==> config.mk <==
export PLATFORM = sky130hd
export DESIGN_NAME = alt_operand_slice
export DESIGN_NICKNAME = d
export VERILOG_FILES = /design/src/rtl/alt_operand_pkg.sv /design/src/rtl/alt_regfile.sv /design/src/rtl/alt_alu.sv /design/src/rtl/alt_seq.sv /design/src/rtl/alt_operand_slice.sv
export SDC_FILE = /design/constraint.sdc
export NUM_CORES = 1
export LEC_CHECK = 0
export ABC_AREA = 1
export ABC_CLOCK_PERIOD_IN_PS = 3300
export BUFFER_PORTS_ARGS = -buffer_cell sky130_fd_sc_hd__buf_4
export CAP_MARGIN = 20
export CORE_ASPECT_RATIO = 0.6
export CORE_MARGIN = 5
export CORE_UTILIZATION = 62
export CTS_CLUSTER_SIZE = 30
export DETAILED_ROUTE_END_ITERATION = 10
export PLACE_DENSITY_LB_ADDON = 0.2
export RECOVER_POWER = 100
export SLEW_MARGIN = 30
export SYNTH_ARGS = -nofsm -noshare
export SYNTH_HDL_FRONTEND = slang
export SYNTH_SLANG_ARGS = --single-unit
==> constraint.sdc <==
create_clock -name clk -period 3.3 [get_ports clk]
set_input_delay 0.33 -clock clk [delete_from_list [all_inputs] [get_ports clk]]
set_output_delay 0.33 -clock clk [all_outputs]
set_load 0.01 [all_outputs]
==> src/rtl/alt_operand_pkg.sv <==
package alt_operand_pkg;

    typedef enum logic [3:0] {
        OP_NOP  = 4'd0,
        OP_LDW  = 4'd1,
        OP_LATK = 4'd2,
        OP_LATF = 4'd3,
        OP_MOVF = 4'd4,
        OP_ADDF = 4'd5,
        OP_SUBF = 4'd6,
        OP_RDW  = 4'd7,
        OP_SKPZ = 4'd8
    } op_e;

    typedef enum logic [1:0] {
        ST_RUN   = 2'd0,
        ST_ARMED = 2'd1,
        ST_SKIP  = 2'd2
    } seq_state_e;

    function automatic logic is_prefix(input logic [3:0] op);
        return (op == OP_LATK) || (op == OP_LATF);
    endfunction

endpackage

==> src/rtl/alt_regfile.sv <==
module alt_regfile #(
    parameter int DW = 8,
    parameter int AW = 4
) (
    input  logic          clk,
    input  logic          rst_n,
    input  logic          we,
    input  logic [AW-1:0] addr,
    input  logic [DW-1:0] wdata,
    output logic [DW-1:0] rdata
);
    localparam int DEPTH = 1 << AW;

    logic [DW-1:0] mem_q [DEPTH];

    always_ff @(posedge clk) begin
        if (!rst_n) begin
            for (int i = 0; i < DEPTH; i++) begin
                mem_q[i] <= '0;
            end
        end else if (we) begin
            mem_q[addr] <= wdata;
        end
    end

    assign rdata = mem_q[addr];

endmodule

==> src/rtl/alt_alu.sv <==
module alt_alu
    import alt_operand_pkg::*;
#(
    parameter int DW = 8
) (
    input  logic [3:0]    op,
    input  logic [DW-1:0] src,
    input  logic [DW-1:0] regv,
    input  logic [DW-1:0] imm,
    output logic [DW-1:0] res,
    output logic          cy
);
    logic [DW:0] ext;

    always_comb begin
        ext = '0;
        res = '0;
        cy  = 1'b0;
        unique case (op)
            OP_LDW, OP_LATK: res = imm;
            OP_LATF, OP_RDW: res = regv;
            OP_MOVF, OP_SKPZ: res = src;
            OP_ADDF: begin
                ext = {1'b0, regv} + {1'b0, src};
                res = ext[DW-1:0];
                cy  = ext[DW];
            end
            OP_SUBF: begin
                ext = {1'b0, regv} - {1'b0, src};
                res = ext[DW-1:0];
                cy  = ~ext[DW];
            end
            default: res = '0;
        endcase
    end

endmodule

==> src/rtl/alt_seq.sv <==
module alt_seq
    import alt_operand_pkg::*;
(
    input  logic       clk,
    input  logic       rst_n,
    input  logic [3:0] op,
    input  logic       src_zero,
    input  logic       irq_req,
    output logic       exec,
    output logic       use_latch,
    output logic       irq_ack
);
    seq_state_e st_q, st_d;

    always_comb begin
        st_d = st_q;
        unique case (st_q)
            ST_RUN: begin
                if (irq_req)                             st_d = ST_RUN;
                else if (is_prefix(op))                  st_d = ST_ARMED;
                else if (op == OP_SKPZ && src_zero)      st_d = ST_SKIP;
                else                                     st_d = ST_RUN;
            end
            ST_ARMED: begin
                if (is_prefix(op))                       st_d = ST_ARMED;
                else if (op == OP_SKPZ && src_zero)      st_d = ST_SKIP;
                else                                     st_d = ST_RUN;
            end
            ST_SKIP:                                     st_d = ST_RUN;
            default:                                     st_d = ST_RUN;
        endcase
    end

    always_ff @(posedge clk) begin
        if (!rst_n) st_q <= ST_RUN;
        else        st_q <= st_d;
    end

    always_comb begin
        exec      = 1'b0;
        use_latch = 1'b0;
        irq_ack   = 1'b0;
        unique case (st_q)
            ST_RUN: begin
                irq_ack = irq_req;
                exec    = ~irq_req;
            end
            ST_ARMED: begin
                exec      = 1'b1;
                use_latch = 1'b1;
            end
            ST_SKIP: ;
            default: ;
        endcase
    end

    // the slot after a taken skip is never an armed slot
    a_r8_skip_not_armed: assert property (@(posedge clk) disable iff (!rst_n)
        (st_q == ST_SKIP) |=> (st_q == ST_RUN));

endmodule

==> src/rtl/alt_operand_slice.sv <==
module alt_operand_slice
    import alt_operand_pkg::*;
#(
    parameter int DW = 8,
    parameter int AW = 4
) (
    input  logic          clk,
    input  logic          rst_n,
    input  logic [3:0]    op_i,
    input  logic [AW-1:0] addr_i,
    input  logic [DW-1:0] imm_i,
    input  logic          irq_req_i,
    output logic          irq_ack_o,
    output logic          wb_en_o,
    output logic [AW-1:0] wb_addr_o,
    output logic [DW-1:0] wb_data_o,
    output logic [DW-1:0] w_o,
    output logic          z_o,
    output logic          c_o
);
    logic [DW-1:0] w_q, lat_q, src, regv, res;
    logic          z_q, c_q, cy;
    logic          exec, use_latch, src_zero;
    logic          wr_w, wr_lat, wr_z, wr_c, wr_rf;

    assign src      = use_latch ? lat_q : w_q;
    assign src_zero = (res == '0);

    alt_seq u_seq (
        .clk       (clk),
        .rst_n     (rst_n),
        .op        (op_i),
        .src_zero  (src_zero),
        .irq_req   (irq_req_i),
        .exec      (exec),
        .use_latch (use_latch),
        .irq_ack   (irq_ack_o)
    );

    alt_alu #(.DW(DW)) u_alu (
        .op   (op_i),
        .src  (src),
        .regv (regv),
        .imm  (imm_i),
        .res  (res),
        .cy   (cy)
    );

    alt_regfile #(.DW(DW), .AW(AW)) u_rf (
        .clk   (clk),
        .rst_n (rst_n),
        .we    (wr_rf),
        .addr  (addr_i),
        .wdata (res),
        .rdata (regv)
    );

    always_comb begin
        wr_rf  = 1'b0;
        wr_w   = 1'b0;
        wr_lat = 1'b0;
        wr_z   = 1'b0;
        wr_c   = 1'b0;
        if (exec) begin
            unique case (op_i)
                OP_LDW:           wr_w = 1'b1;
                OP_LATK, OP_LATF: wr_lat = 1'b1;
                OP_MOVF: begin wr_rf = 1'b1; wr_z = 1'b1; end
                OP_ADDF, OP_SUBF: begin wr_rf = 1'b1; wr_z = 1'b1; wr_c = 1'b1; end
                OP_RDW:  begin wr_w = 1'b1; wr_z = 1'b1; end
                default: ;
            endcase
        end
    end

    always_ff @(posedge clk) begin
        if (!rst_n) begin
            w_q   <= '0;
            lat_q <= '0;
            z_q   <= 1'b0;
            c_q   <= 1'b0;
        end else begin
            if (wr_w)   w_q   <= res;
            if (wr_lat) lat_q <= res;
            if (wr_z)   z_q   <= src_zero;
            if (wr_c)   c_q   <= cy;
        end
    end

    assign wb_en_o   = wr_rf;
    assign wb_addr_o = addr_i;
    assign wb_data_o = res;
    assign w_o       = w_q;
    assign z_o       = z_q;
    assign c_o       = c_q;

    // an executed prefix leaves W and flags as they were
    a_r3_prefix_keeps_state: assert property (@(posedge clk) disable iff (!rst_n)
        (exec && is_prefix(op_i)) |=> ($stable(w_o) && $stable(z_o) && $stable(c_o)));

    // a substituted consumer does not touch W
    a_r4_consumer_keeps_w: assert property (@(posedge clk) disable iff (!rst_n)
        (use_latch && (op_i == OP_MOVF || op_i == OP_ADDF || op_i == OP_SUBF ||
                       op_i == OP_SKPZ || op_i == OP_NOP)) |=> $stable(w_o));

    // substitution lasts one slot unless re-armed by a prefix
    a_r5_one_shot: assert property (@(posedge clk) disable iff (!rst_n)
        (use_latch && !is_prefix(op_i)) |=> !use_latch);

    // an executed prefix arms the following slot
    a_r3_prefix_arms: assert property (@(posedge clk) disable iff (!rst_n)
        (exec && is_prefix(op_i)) |=> use_latch);

    // no interrupt entry while armed
    a_r7_no_ack_armed: assert property (@(posedge clk) disable iff (!rst_n)
        use_latch |-> !irq_ack_o);

    // a taken skip annuls the next slot
    a_r8_skip_annuls: assert property (@(posedge clk) disable iff (!rst_n)
        (exec && op_i == OP_SKPZ && src_zero) |=> (!wb_en_o && !use_latch && !irq_ack_o));

endmodule

**Word-level counts from Yosys, hierarchy flattened**

Memories as Yosys holds them, arrays and structs flattened.
Index checks and enable logic that the tools add are counted.
W data, S select, Z words.

- Memories: 1
- Input bits: 19
- Register bits: 20
- Output and inout bits: 24
- Memory bits (writable): 128
- Word-level logic and storage cells: 59

- Reduce and logical (&&, ||, !) cells: 13
- Eq/ne operators: 9
- Multiplexer cells: 27
- $add $sub $neg: 2
- Bitwise gates (word level): 2

Memories:

| memory | depth | width | rd ports | clocked after memory_dff | write ports | line | source |
|---|---|---|---|---|---|---|---|
| u_rf.mem_q | 16 | 8 | 1 | 0 | 16 | alt_regfile.sv:14 | `logic [DW-1:0] mem_q [DEPTH];` |

Operator list:

| cell | count |
|---|---|
| $pmux W8 S5 | 1 |
| $mux W1 | 17 |
| $eq A4 B3 Y1 const B | 4 |
| $mux W8 | 2 |
| $reduce_or A2 Y1 | 6 |
| $add A8 B8 Y9 | 1 |
| $sub A8 B8 Y9 | 1 |
| $eq A4 B2 Y1 const B | 2 |
| $logic_not A8 Y1 | 1 |
| $reduce_or A8 Y1 | 1 |
| $mux W2 | 3 |
| $eq A4 B1 Y1 const B | 1 |
| $eq A4 B4 Y1 const B | 1 |
| $mux W4 | 1 |
| $pmux W1 S2 | 2 |
| $pmux W2 S2 | 1 |
| $reduce_or A4 Y1 | 1 |
| $reduce_or A3 Y1 | 1 |
| $eq A2 B1 Y1 const B | 1 |
| $logic_not A2 Y1 | 1 |
| $not A1 Y1 | 2 |
| $logic_and A1 B1 Y1 | 1 |
| $logic_or A1 B1 Y1 | 1 |

**Longest topological paths before layout**

Gate-level depths: netlist of run 1.

- Word-level depth: 11
- Gate-level depth with buffers: 26
- Mapped depth without buffers: 23

**Cells and area by module**

From an unflattened synthesis of run 1, not the netlist that was laid out.

- Cell total of the unflattened synthesis: 1045
- Area, all modules: 8217.9 um^2

By module, submodules not included:

| module | sequential area each (um^2) | area each (um^2) | cells each | instances |
|---|---|---|---|---|
| alt_regfile | 3843.7 | 6049.6 | 705 | 1 |
| alt_alu | 0.0 | 1026.0 | 196 | 1 |
| alt_operand_slice | 360.3 | 1008.5 | 126 | 1 |
| alt_seq | 40.0 | 133.9 | 18 | 1 |

**Worst setup path after synthesis of run 1**

Ideal clock, no wire load.

- Path type: input -> register
- Start: in addr_i[0]
- End: mem u_rf.mem_q[15][4] (data pin)
- Cell stages on the path: 24
- Buffers on the path: 3
- Setup slack: 0.314 ns
- Arrival time: 2.728 ns
- Library setup time: 0.258 ns
- Required time: 3.042 ns
- Cells stage by stage: buf_6 -> inv_4 -> buf_6 -> nand2_1 -> nand2_1 -> nand2_1 -> nand2_1 -> nand2_1 -> nand2_1 -> nor2_4 -> inv_1 -> ha_1 -> fa_1 -> nand2_1 -> nand2_1 -> nand2_1 -> nand2_1 -> nand3_1 -> o211ai_1 -> nor2_1 -> nand2_1 -> inv_2 -> buf_2 -> nor2_1

RTL lines:

| item | line | source |
|---|---|---|
| start, declared | alt_operand_slice.sv:10 | `input logic [AW-1:0] addr_i,` |
| end, declared | alt_regfile.sv:14 |  |

**Worst setup path in the final report of run 1**

- Start: in addr_i[0]
- End: out wb_data_o[7]

- Longest elaborated chain between the ends: 3

Ends and longest elaborated chain:

| item | line | source |
|---|---|---|
| $mem_v2 Z16 W8 (*) | -- |  |
| $sub A8 B8 Y9 / $add A8 B8 Y9 (equally long branches) | alt_alu.sv:29, alt_alu.sv:24 |  |
| $pmux W8 S5 (*) | alt_alu.sv:19 | `unique case (op)` |
| end, declared | alt_operand_slice.sv:16 | `output logic [DW-1:0] wb_data_o,` |

Mark *: on every way between the ends. The rest lies on a longest branch, timed or not.

==> flow_metrics.env, run 1 <==
export IMPL_outcome="finished clean"
export IMPL_synth_cells=1033
export IMPL_fin_crit_sh_pct=98.6
export IMPL_power_leakage_nw=4.80
export IMPL_max_cap_violations=0
export IMPL_grt_overflow=0
export IMPL_yosysWarnings=0
export IMPL_arrival_ps=2920
export IMPL_area_growth_pct=23.0
export IMPL_path_class="input port to output port"
export IMPL_finalCriticalPeriod_ps=3250
export IMPL_core_um2=12900
export IMPL_io_pins=43
export IMPL_firstDrtPassIters=6
export IMPL_grt_max_degree=29
export IMPL_syn_nets=1071
export IMPL_dp_hpwl_mm=18.2
export IMPL_syn_cell_area_um2=8150
export IMPL_layout_drive_gt1_share_pct=19.6
export IMPL_vias=7470
export IMPL_async_flop_share_pct=0
export IMPL_finalPower_mw=4.94
export IMPL_routed_wl_mm=25.5
export IMPL_relSlewSlack_pct=40.5
export IMPL_row_count=32
export IMPL_dieWidth_um=158
export IMPL_vdd_ir_drop_max_v=0.000394
export IMPL_fin_setup_tns_ps=0
export IMPL_cts_tree="built"
export IMPL_slowest_stage="ha_4"
export IMPL_antennaDiodeCount=0
export IMPL_critPathRequiredTime_ps=2970
export IMPL_yosys_most_used_dff="edfxtp_1"
export IMPL_h_tree_depth=4
export IMPL_cts_sinks=148
export IMPL_fin_nets=1191
export IMPL_synth_edf_count=128
export IMPL_reg2reg_depth=22
export IMPL_path_delay_family="simple AND/OR/NAND/NOR gates"
export IMPL_die_area_um2=15600
export IMPL_power_density_nw_per_um2=493
export IMPL_cts_buffers=17
export IMPL_stdcell_area_um2=10000
export IMPL_gp_congestion=1.01
export IMPL_antenna_left=0
export IMPL_syn_area_per_cell_um2=7.89
export IMPL_grt_pass1_wl_mm=38.4
export IMPL_finClkSkew_ps=9.97
export IMPL_drv_slew=0
export IMPL_critPathCaptureType="output port"
export IMPL_cp_num_buf_inv=7
export IMPL_drc_errors=0
export IMPL_holdPathStages=6
export IMPL_max_stage_delay_ps=390
export IMPL_insertion_delay_ps=420
export IMPL_port_buffers=42
export IMPL_antenna_found_initial=0
export IMPL_yosysSeqAreaShare_pct=52.1
export IMPL_finalHoldViolCount=0
export IMPL_ys_seq_elements=148
export IMPL_cp_cell_sequence="buf_4 -> buf_12 -> buf_4 -> nand2_1 -> inv_1 -> nand2_1 -> nand4_1 -> nand2_1 -> nand4_1 -> ha_4 -> buf_4 -> nand2_1 -> nor3_1 -> nand2_1 -> nand2_1 -> nand2_1 -> nand3_1 -> nand2_1 -> inv_1 -> nand3_2 -> buf_4"
export IMPL_finalSetupViolCount=0
export IMPL_dpl_cell_area_um2=9100
export IMPL_crit_top_cell="nand2_1"
export IMPL_drt_iter0_drc=1189
export IMPL_path_depth=21
export IMPL_start_kind="input port"
export IMPL_yosysUniqueCellTypes=35
export IMPL_rsz0062_at_grt="yes"
export IMPL_fmax_mhz=307
export IMPL_fp_dieH_um=98.8
export IMPL_wl_per_cell_um=19.1
export IMPL_cts_root_buffer="clkbuf_16"
export IMPL_cts_hold_fix_buffers=0
export IMPL_final_util_pct=78.0
export IMPL_globalRouteTotalUtil_pct=32.9
export IMPL_viasPerCell=5.59
export IMPL_crit_fanout=13
export IMPL_hold_path_class="input port to flop"
export IMPL_clk_path_buf_depth=2
export IMPL_first_global_vias=6877
export IMPL_tightest_slew_ps=888
export IMPL_clk_pin_slew_ps=70
export IMPL_initial_utilization_pct=63.4
## area by class of cell
| class | instances | area (um^2) |
|---|---|---|
| Tap cell | 170 | 213 |
| Timing Repair Buffer | 138 | 1040 |
| Clock buffer | 22 | 499 |
| Fill cell | 905 | 2830 |
| Multi-Input combinational cell | 709 | 3390 |
| Inverter | 139 | 529 |
| Sequential cell | 148 | 4240 |
| Clock inverter | 10 | 105 |
## layout by cell type, fill, tap and decap left out, drive strengths merged, types with 11 or more instances in the layout
cell type  instances
buf              116
inv              143
ha                17
dfxtp             20
nand4             11
o21ai             28
a21oi             26
edfxtp           128
nand2            408
nand3             35
nor2             158
clkbuf            44
## synth_stat cells (4+ instances only)
cell type | n | share of area [%]
clkbuf_1 | 7 | 0.32
buf_6 | 6 | 0.83
inv_2 | 5 | 0.23
nor3_1 | 4 | 0.25
o211ai_1 | 8 | 0.74
nor2_4 | 6 | 0.83
edfxtp_1 | 128 | 47
o21ai_0 | 21 | 1.3
nand4_1 | 11 | 0.84
o21ai_1 | 6 | 0.37
ha_1 | 17 | 2.6
nand2_1 | 406 | 19
nand3_1 | 32 | 2.0
buf_4 | 7 | 0.65
a21oi_1 | 25 | 1.5
nor2_1 | 149 | 6.9
dfxtp_1 | 20 | 4.9
o21a_1 | 4 | 0.37
buf_2 | 16 | 0.98
inv_1 | 130 | 6.0
## metrics by stage
step	setup WS (ps)	hold WS [ps]	instances
floorplan	314	462	1033
global placement	-161	485	1287
global route	-73.6	310	1336
finish	46.2	298	1336
CTS	-11.1	293	1326
detailed placement	-186	493	1287
## cell families (layout without fill, tap and decap cells)
family	Yosys count	after routing	synth area share (%)
AND/OR/NAND/NOR	619	619	30.5
AO/OA/AOI/OAI	70	70	4.90
buffers and inverters	176	309	9.28
flip-flops	148	148	52.1
adder cells (fa/ha/maj)	19	19	3.10
XOR/XNOR	1	1	0.108
## per-layer routing
metal | wire (um) | global-route usage [%]
met5 | 0 | 0
met1 | 10800 | 50.5
met2 | 10300 | 43.0
met4 | 367 | 7.73
met3 | 4090 | 14.2
## registers in the layout, indices dropped and copies added (netlist names)
signal and flops:
u_seq.st_q 2, z_o 1, u_rf.mem_q 128, c_o 1, lat_q 8, w_o 8
## tightest hold or removal path, cell delays in order
cell and delay (ps):
buf_4 100, inv_1 30, nand2_1 60, nor3_1 60, nand3_1 60, nor2_1 40
## path summary, 6_finish.rpt
kind | to | slack, ps | from
setup reg to reg | u_rf.mem_q[12][6] | 240 | u_rf.mem_q[11][0]
hold reg to reg | lat_q[4] | 520 | lat_q[4]
setup / recovery | wb_data_o[7] | 50 | addr_i[0]
hold / removal | u_seq.st_q[1] | 300 | op_i[2]
## repair_timing
action,4_1_cts,5_1_grt
cloned,0,0
pin swaps,3,35
buffers inserted,7,10
setup endpoints to repair,7,32
gates resized for setup,20,60
## report_power, final
group / switching (mW) / internal [mW]
clock: 0.808 / 1.17
sequential: 0.0282 / 2.09
combinational: 0.525 / 0.315
total: 1.36 / 3.58
Note: power is estimated with default switching activity, not from simulation.
==> run 2: changes to the inputs <==
--- a/config.mk
+++ b/config.mk
@@ -14,9 +14,11 @@
 export CORE_UTILIZATION = 62
 export CTS_CLUSTER_SIZE = 30
 export DETAILED_ROUTE_END_ITERATION = 10
+export GPL_TIMING_DRIVEN = 0
 export PLACE_DENSITY_LB_ADDON = 0.2
 export RECOVER_POWER = 100
 export SLEW_MARGIN = 30
 export SYNTH_ARGS = -nofsm -noshare
 export SYNTH_HDL_FRONTEND = slang
+export SYNTH_HIERARCHICAL = 1
 export SYNTH_SLANG_ARGS = --single-unit
==> flow_metrics.env, run 2 <==
export IMPL_power_density_nw_per_um2=484
export IMPL_finalPower_mw=4.67
export IMPL_dieWidth_um=159
export IMPL_synth_top_cell_area_share_pct=46.8
export IMPL_area_growth_pct=17.4
export IMPL_fin_crit_sh_pct=98.1
export IMPL_largest_reg_flops=128
export IMPL_placed_cells=1256
export IMPL_outcome="finished clean"
export IMPL_yosysWarnings=6
export IMPL_arrival_ps=2910
export IMPL_power_leakage_nw=4.35
export IMPL_antenna_found_initial=0
export IMPL_gp_congestion=0.948
export IMPL_drc_errors=0
export IMPL_yosysUniqueCellTypes=41
export IMPL_finalHoldViolCount=0
export IMPL_insertion_delay_ps=420
export IMPL_max_flop_register="u_rf/mem_q"
export IMPL_first_global_vias=6594
export IMPL_finalCriticalPeriod_ps=3240
export IMPL_fp_dieH_um=99.2
export IMPL_port_buffers=41
export IMPL_synthTopCellsByCount="nand2_1, nor2_1, edfxtp_1"
export IMPL_row_count=32
export IMPL_yosysSeqAreaShare_pct=51.6
export IMPL_h_tree_depth=4
export IMPL_cp_num_buf_inv=3
export IMPL_preCtsSetupSlack_ps=-1170
export IMPL_start_kind="flop"
export IMPL_wl_per_cell_um=18.4
export IMPL_tightest_slew_ps=839
export IMPL_crit_fanout=7
export IMPL_finalSetupViolCount=0
export IMPL_slowest_stage="fa_2"
export IMPL_max_stage_delay_ps=410
export IMPL_crit_top_cell="buf_6"
export IMPL_synth_cells=1045
export IMPL_max_cap_violations=0
export IMPL_layout_drive_gt1_share_pct=18.8
export IMPL_ys_seq_elements=148
export IMPL_critPathCaptureType="output port"
export IMPL_rsz0062_at_grt="yes"
export IMPL_layout_commonest_cell="nand2_1"
export IMPL_fin_ws_ps=62.6
export IMPL_initial_utilization_pct=63.7
export IMPL_final_cells=1295
export IMPL_syn_nets=1082
export IMPL_syn_area_per_cell_um2=7.86
export IMPL_relSlewSlack_pct=44.0
export IMPL_r2r_setup_slack_ps=120
export IMPL_antenna_left=0
export IMPL_routed_wl_mm=23.8
export IMPL_fmax_mhz=309
export IMPL_firstDrtPassIters=7
export IMPL_yosysMostFrequentCell="nand2_1"
export IMPL_viasPerCell=5.67
export IMPL_cp_cell_sequence="inv_2 -> nor2_2 -> buf_6 -> mux2_4 -> ha_4 -> fa_2 -> nand2_2 -> nand2_1 -> and2_4 -> or2_0 -> nand3_2 -> nand3_4 -> buf_6"
export IMPL_syn_cell_area_um2=8220
export IMPL_yosys_top_cells_area="edfxtp_1, nand2_1, nor2_1"
export IMPL_grt_overflow=0
export IMPL_die_area_um2=15700
export IMPL_fin_nets=1149
export IMPL_yosys_most_used_dff="edfxtp_1"
export IMPL_grt_max_degree=17
export IMPL_critPathRequiredTime_ps=2970
export IMPL_clk_pin_slew_ps=60
export IMPL_clk_path_buf_depth=2
export IMPL_async_flop_share_pct=0
export IMPL_cts_tree="built"
export IMPL_drv_slew=0
export IMPL_path_delay_family="simple AND/OR/NAND/NOR gates"
export IMPL_dp_hpwl_mm=17.0
export IMPL_final_cell_mix="nand2_1, nor2_1, edfxtp_1, inv_1, buf_4"
export IMPL_cts_buffers=17
export IMPL_drt_iter0_drc=1146
export IMPL_finClkSkew_ps=12.5
export IMPL_path_class="flop to output port"
export IMPL_core_um2=12900
export IMPL_io_pins=43
export IMPL_synth_edf_count=128
export IMPL_vdd_ir_drop_max_v=0.000391
export IMPL_fin_setup_tns_ps=0
export IMPL_cts_sinks=148
export IMPL_post_synth_top_area_cell="edfxtp_1"
export IMPL_globalRouteTotalUtil_pct=30.8
export IMPL_hold_path_class="input port to flop"
export IMPL_vias=7338
export IMPL_cts_root_buffer="clkbuf_16"
export IMPL_n_fill_cell=982
export IMPL_antennaDiodeCount=0
export IMPL_grt_pass1_wl_mm=36.2
[run 2: cell types whose count changed in the layout (fill, tap and decap cells not counted), sizes merged, moves of 4 or more]
cell,previous run,this run
buf,116,73
clkbuf,44,40
clkinv,5,11
inv,143,77
mux2,0,8
nand2,408,460
nand3,35,42
nand4,11,4
nor2,158,183
o211ai,8,1
o21ai,28,14
or2,0,5
[run 2: metrics by stage]
step           utilization [%]  hold slack, ps  area, um^2
2_1_floorplan                -             449        8220
3_3_place_gp              67.8             458        8740
3_5_place_dp              67.8             472        8740
4_1_cts                   72.7             178        9370
5_1_grt                   74.8             173        9650
6_report                  74.8             175        9650
[run 2: metal layers]
metal	track usage, %	part of all wire, %	vias up
li1	-	-	3441
met1	49.0	43	3338
met2	39.0	39	516
met3	12.5	17	43
met4	6.29	1.8	0
met5	0	0	-
[run 2: path summary, 6_finish.rpt]
check                     start           endpoint  cells past startpoint
setup / recovery  u_seq/st_q[0]       wb_data_o[4]                     13
hold / removal        irq_req_i      u_seq/st_q[0]                      4
setup reg to reg  u_seq/st_q[0]  u_rf/mem_q[15][1]                     12
hold reg to reg        lat_q[4]           lat_q[4]                      2
[run 2: logic make-up (layout without fill, tap and decap cells)]
family	count (synthesis)	in the layout	synth area share, %
AO/OA/AOI/OAI	43	43	3.15
adder cells (fa/ha/maj)	18	18	2.92
buffers and inverters	125	205	6.67
flip-flops	148	148	51.6
multiplexers	8	8	1.10
AND/OR/NAND/NOR	703	703	34.5
[run 2: tightest hold or removal path, cell delays in order]
cell	delay, ps
buf_4	100
nand2_4	50
nand3_2	50
nor2_2	30
[run 2: area by class of cell]
| type | count | area (um^2) | share of cell area (%) |
|---|---|---|---|
| multi-input combinational | 772 | 3600 | 37.4 |
| inverter | 79 | 303 | 3.14 |
| timing repair buffer | 49 | 375 | 3.89 |
| clock buffer | 19 | 433 | 4.49 |
| clock inverter | 13 | 109 | 1.13 |
| sequential | 148 | 4250 | 44.0 |
| tap | 170 | 213 | 2.21 |
| buffer | 45 | 362 | 3.75 |
[run 2: timing repair]
item,4_1_cts,5_1_grt
buffers inserted,1,7
hold buffers,0,0
cloned,0,0
pin swaps,1,10
gates resized for setup,37,76
hold endpoints to repair,0,0
setup endpoints to repair,83,92
[run 2: power by group]
part	switching, mW	internal [mW]	total (mW)
clock network	0.777	1.03	1.81
registers	0.0231	2.09	2.11
logic	0.507	0.243	0.750
total	1.31	3.36	4.67
==> run 3: changes to the inputs <==
--- a/config.mk
+++ b/config.mk
@@ -6,12 +6,14 @@
 export NUM_CORES = 1
 export LEC_CHECK = 0
 export ABC_AREA = 1
-export ABC_CLOCK_PERIOD_IN_PS = 3300
+export ABC_CLOCK_PERIOD_IN_PS = 2650
 export BUFFER_PORTS_ARGS = -buffer_cell sky130_fd_sc_hd__buf_4
 export CAP_MARGIN = 20
+export CELL_PAD_IN_SITES_DETAIL_PLACEMENT = 0
+export CELL_PAD_IN_SITES_GLOBAL_PLACEMENT = 1
 export CORE_ASPECT_RATIO = 0.6
 export CORE_MARGIN = 5
-export CORE_UTILIZATION = 62
+export CORE_UTILIZATION = 42
 export CTS_CLUSTER_SIZE = 30
 export DETAILED_ROUTE_END_ITERATION = 10
 export GPL_TIMING_DRIVEN = 0
==> constraint.sdc (replaced) <==
create_clock -name clk -period 2.65 [get_ports clk]
set_input_delay 0.265 -clock clk [delete_from_list [all_inputs] [get_ports clk]]
set_output_delay 0.265 -clock clk [all_outputs]
set_load 0.01 [all_outputs]
==> flow_metrics.env, run 3 (synthesized netlist as in run 2, its figures left out) <==
export IMPL_outcome="finished, violations left"
export IMPL_violations="setup timing"
export IMPL_clkPwrFrac_pct=38.7
export IMPL_cts_sinks=148
export IMPL_initial_utilization_pct=43.0
export IMPL_hold_path_class="input port to flop"
export IMPL_fin_setup_tns_ps=-37080
export IMPL_wl_per_cell_um=18.8
export IMPL_antenna_found_initial=1
export IMPL_core_um2=19100
export IMPL_cts_hold_fix_buffers=0
export IMPL_clk_pin_slew_ps=60
export IMPL_power_density_nw_per_um2=577
export IMPL_drv_slew=0
export IMPL_routed_wl_mm=27.0
export IMPL_fin_ws_ps=-451
export IMPL_tightest_slew_ps=1150
export IMPL_start_kind="flop"
export IMPL_port_buffers=41
export IMPL_drc_errors=0
export IMPL_cts_tree="built"
export IMPL_insertion_delay_ps=430
export IMPL_max_cap_violations=0
export IMPL_die_area_um2=22600
export IMPL_row_count=39
export IMPL_finClkSkew_ps=7.70
export IMPL_max_flop_register="u_rf/mem_q"
export IMPL_fmax_mhz=322
export IMPL_fp_dieH_um=118
export IMPL_crit_start="u_rf/mem_q[2][0]"
export IMPL_rsz0062_at_grt="yes"
export IMPL_drt_iter0_drc=888
export IMPL_p_sw_share_pct=27.9
export IMPL_preCtsSetupSlack_ps=-1680
export IMPL_critPathCaptureType="flop"
export IMPL_grt_max_degree=17
export IMPL_intPower_mw=4.53
export IMPL_fin_nets=1190
export IMPL_dp_hpwl_mm=18.8
export IMPL_largest_reg_flops=128
export IMPL_layout_drive_gt1_share_pct=28.4
export IMPL_io_pins=43
export IMPL_power_leakage_nw=4.78
export IMPL_clk_path_buf_depth=2
export IMPL_finalCriticalPeriod_ps=3100
export IMPL_critPathRequiredTime_ps=2820
export IMPL_seq_power_share_pct=41.8
export IMPL_cts_buffers=17
export IMPL_combPwrFrac_pct=19.5
export IMPL_path_class="flop to flop"
export IMPL_vias=7240
export IMPL_layout_commonest_cell="nand2_1"
export IMPL_firstDrtPassIters=6
export IMPL_crit_fanout=8
export IMPL_dieWidth_um=191
export IMPL_relSlewSlack_pct=23.7
export IMPL_finalSetupViolCount=250
export IMPL_antenna_left=0
export IMPL_viasPerCell=5.05
export IMPL_finalHoldViolCount=0
export IMPL_cts_root_buffer="clkbuf_16"
export IMPL_r2r_start="u_rf/mem_q[2][0]"
export IMPL_globalRouteTotalUtil_pct=24.2
export IMPL_fin_crit_sh_pct=117
export IMPL_netSwitchingPower_mw=1.75
export IMPL_arrival_ps=3270
export IMPL_first_global_vias=6744
export IMPL_finalPower_mw=6.29
export IMPL_final_cell_mix="nand2_1, nor2_1, edfxtp_1, buf_4, nand2_2"
export IMPL_h_tree_depth=4
export IMPL_hp_start="irq_req_i"
export IMPL_area_growth_pct=32.5
export IMPL_grt_pass1_wl_mm=40.4
export IMPL_grt_overflow=0
export IMPL_gp_congestion=0.873
export IMPL_vdd_ir_drop_max_v=0.000421
## run 3: final cells by class
type	instances	area (um^2)
inverter	79	375
clock buffer	25	549
multi-input combinational	772	3990
tap	266	333
timing repair buffer	91	811
buffer	44	518
clock inverter	7	53.8
sequential	148	4250
antenna	1	2.50
fill	1752	8240
## run 3: stage by stage
stage / utilization [%] / std cells / hold slack, ps / instance area [um^2]
2_1_floorplan: - / 1045 / 392 / 8390
3_3_place_gp: 47.2 / 1352 / 457 / 9030
3_5_place_dp: 47.2 / 1352 / 469 / 9030
4_1_cts: 56.4 / 1425 / 95.1 / 10800
5_1_grt: 56.9 / 1433 / 115 / 10900
6_report: 56.9 / 1433 / 109 / 10900
## run 3: worst max-delay path, stage by stage (launching register included)
cell and delay (ps):
edfxtp_1 370, nand2_1 70, nand2_1 50, nand2_1 60, nand2_1 80, nand2_1 100
nand2_1 80, inv_2 70, nand2_4 60, ha_2 190, fa_2 360, nand2_2 90
nand2_2 70, and2_4 170, or2_0 210, nand3_2 120, nand3_4 110, buf_12 150
buf_4 150, clkinv_8 80, clkbuf_16 160, nor2_1 50
## run 3: power by group through the flow
stage	Sequential, mW	Clock [mW]	Combinational (mW)
6_report	2.63	2.43	1.23
5_1_grt	2.63	2.56	1.32
4_1_cts	2.63	2.46	1.18
3_5_place_dp	2.68	0	0.868
3_3_place_gp	2.68	0	0.862
2_1_floorplan	2.67	0	0.555
## run 3: final timing paths
path / end / slack (ps) / cells past startpoint
hold reg to reg: lat_q[7] / 490 / 2
setup / recovery: u_rf/mem_q[0][4] / -450 / 21
hold / removal: u_seq/st_q[0] / 110 / 4
setup reg to reg: u_rf/mem_q[0][4] / -450 / 21
## run 3: what timing repair did
action / CTS / global route
pin swaps: 43 / 29
gates cloned: 3 / 1
resized for setup: 193 / 41
setup endpoints to repair: 257 / 257
buffers inserted: 39 / 7
## run 3: routing by layer
layer,GRT usage (%),wire length [um]
met3,6.63,2770
met4,5.25,260
met1,39.3,13500
met5,0,0
met2,31.7,10500
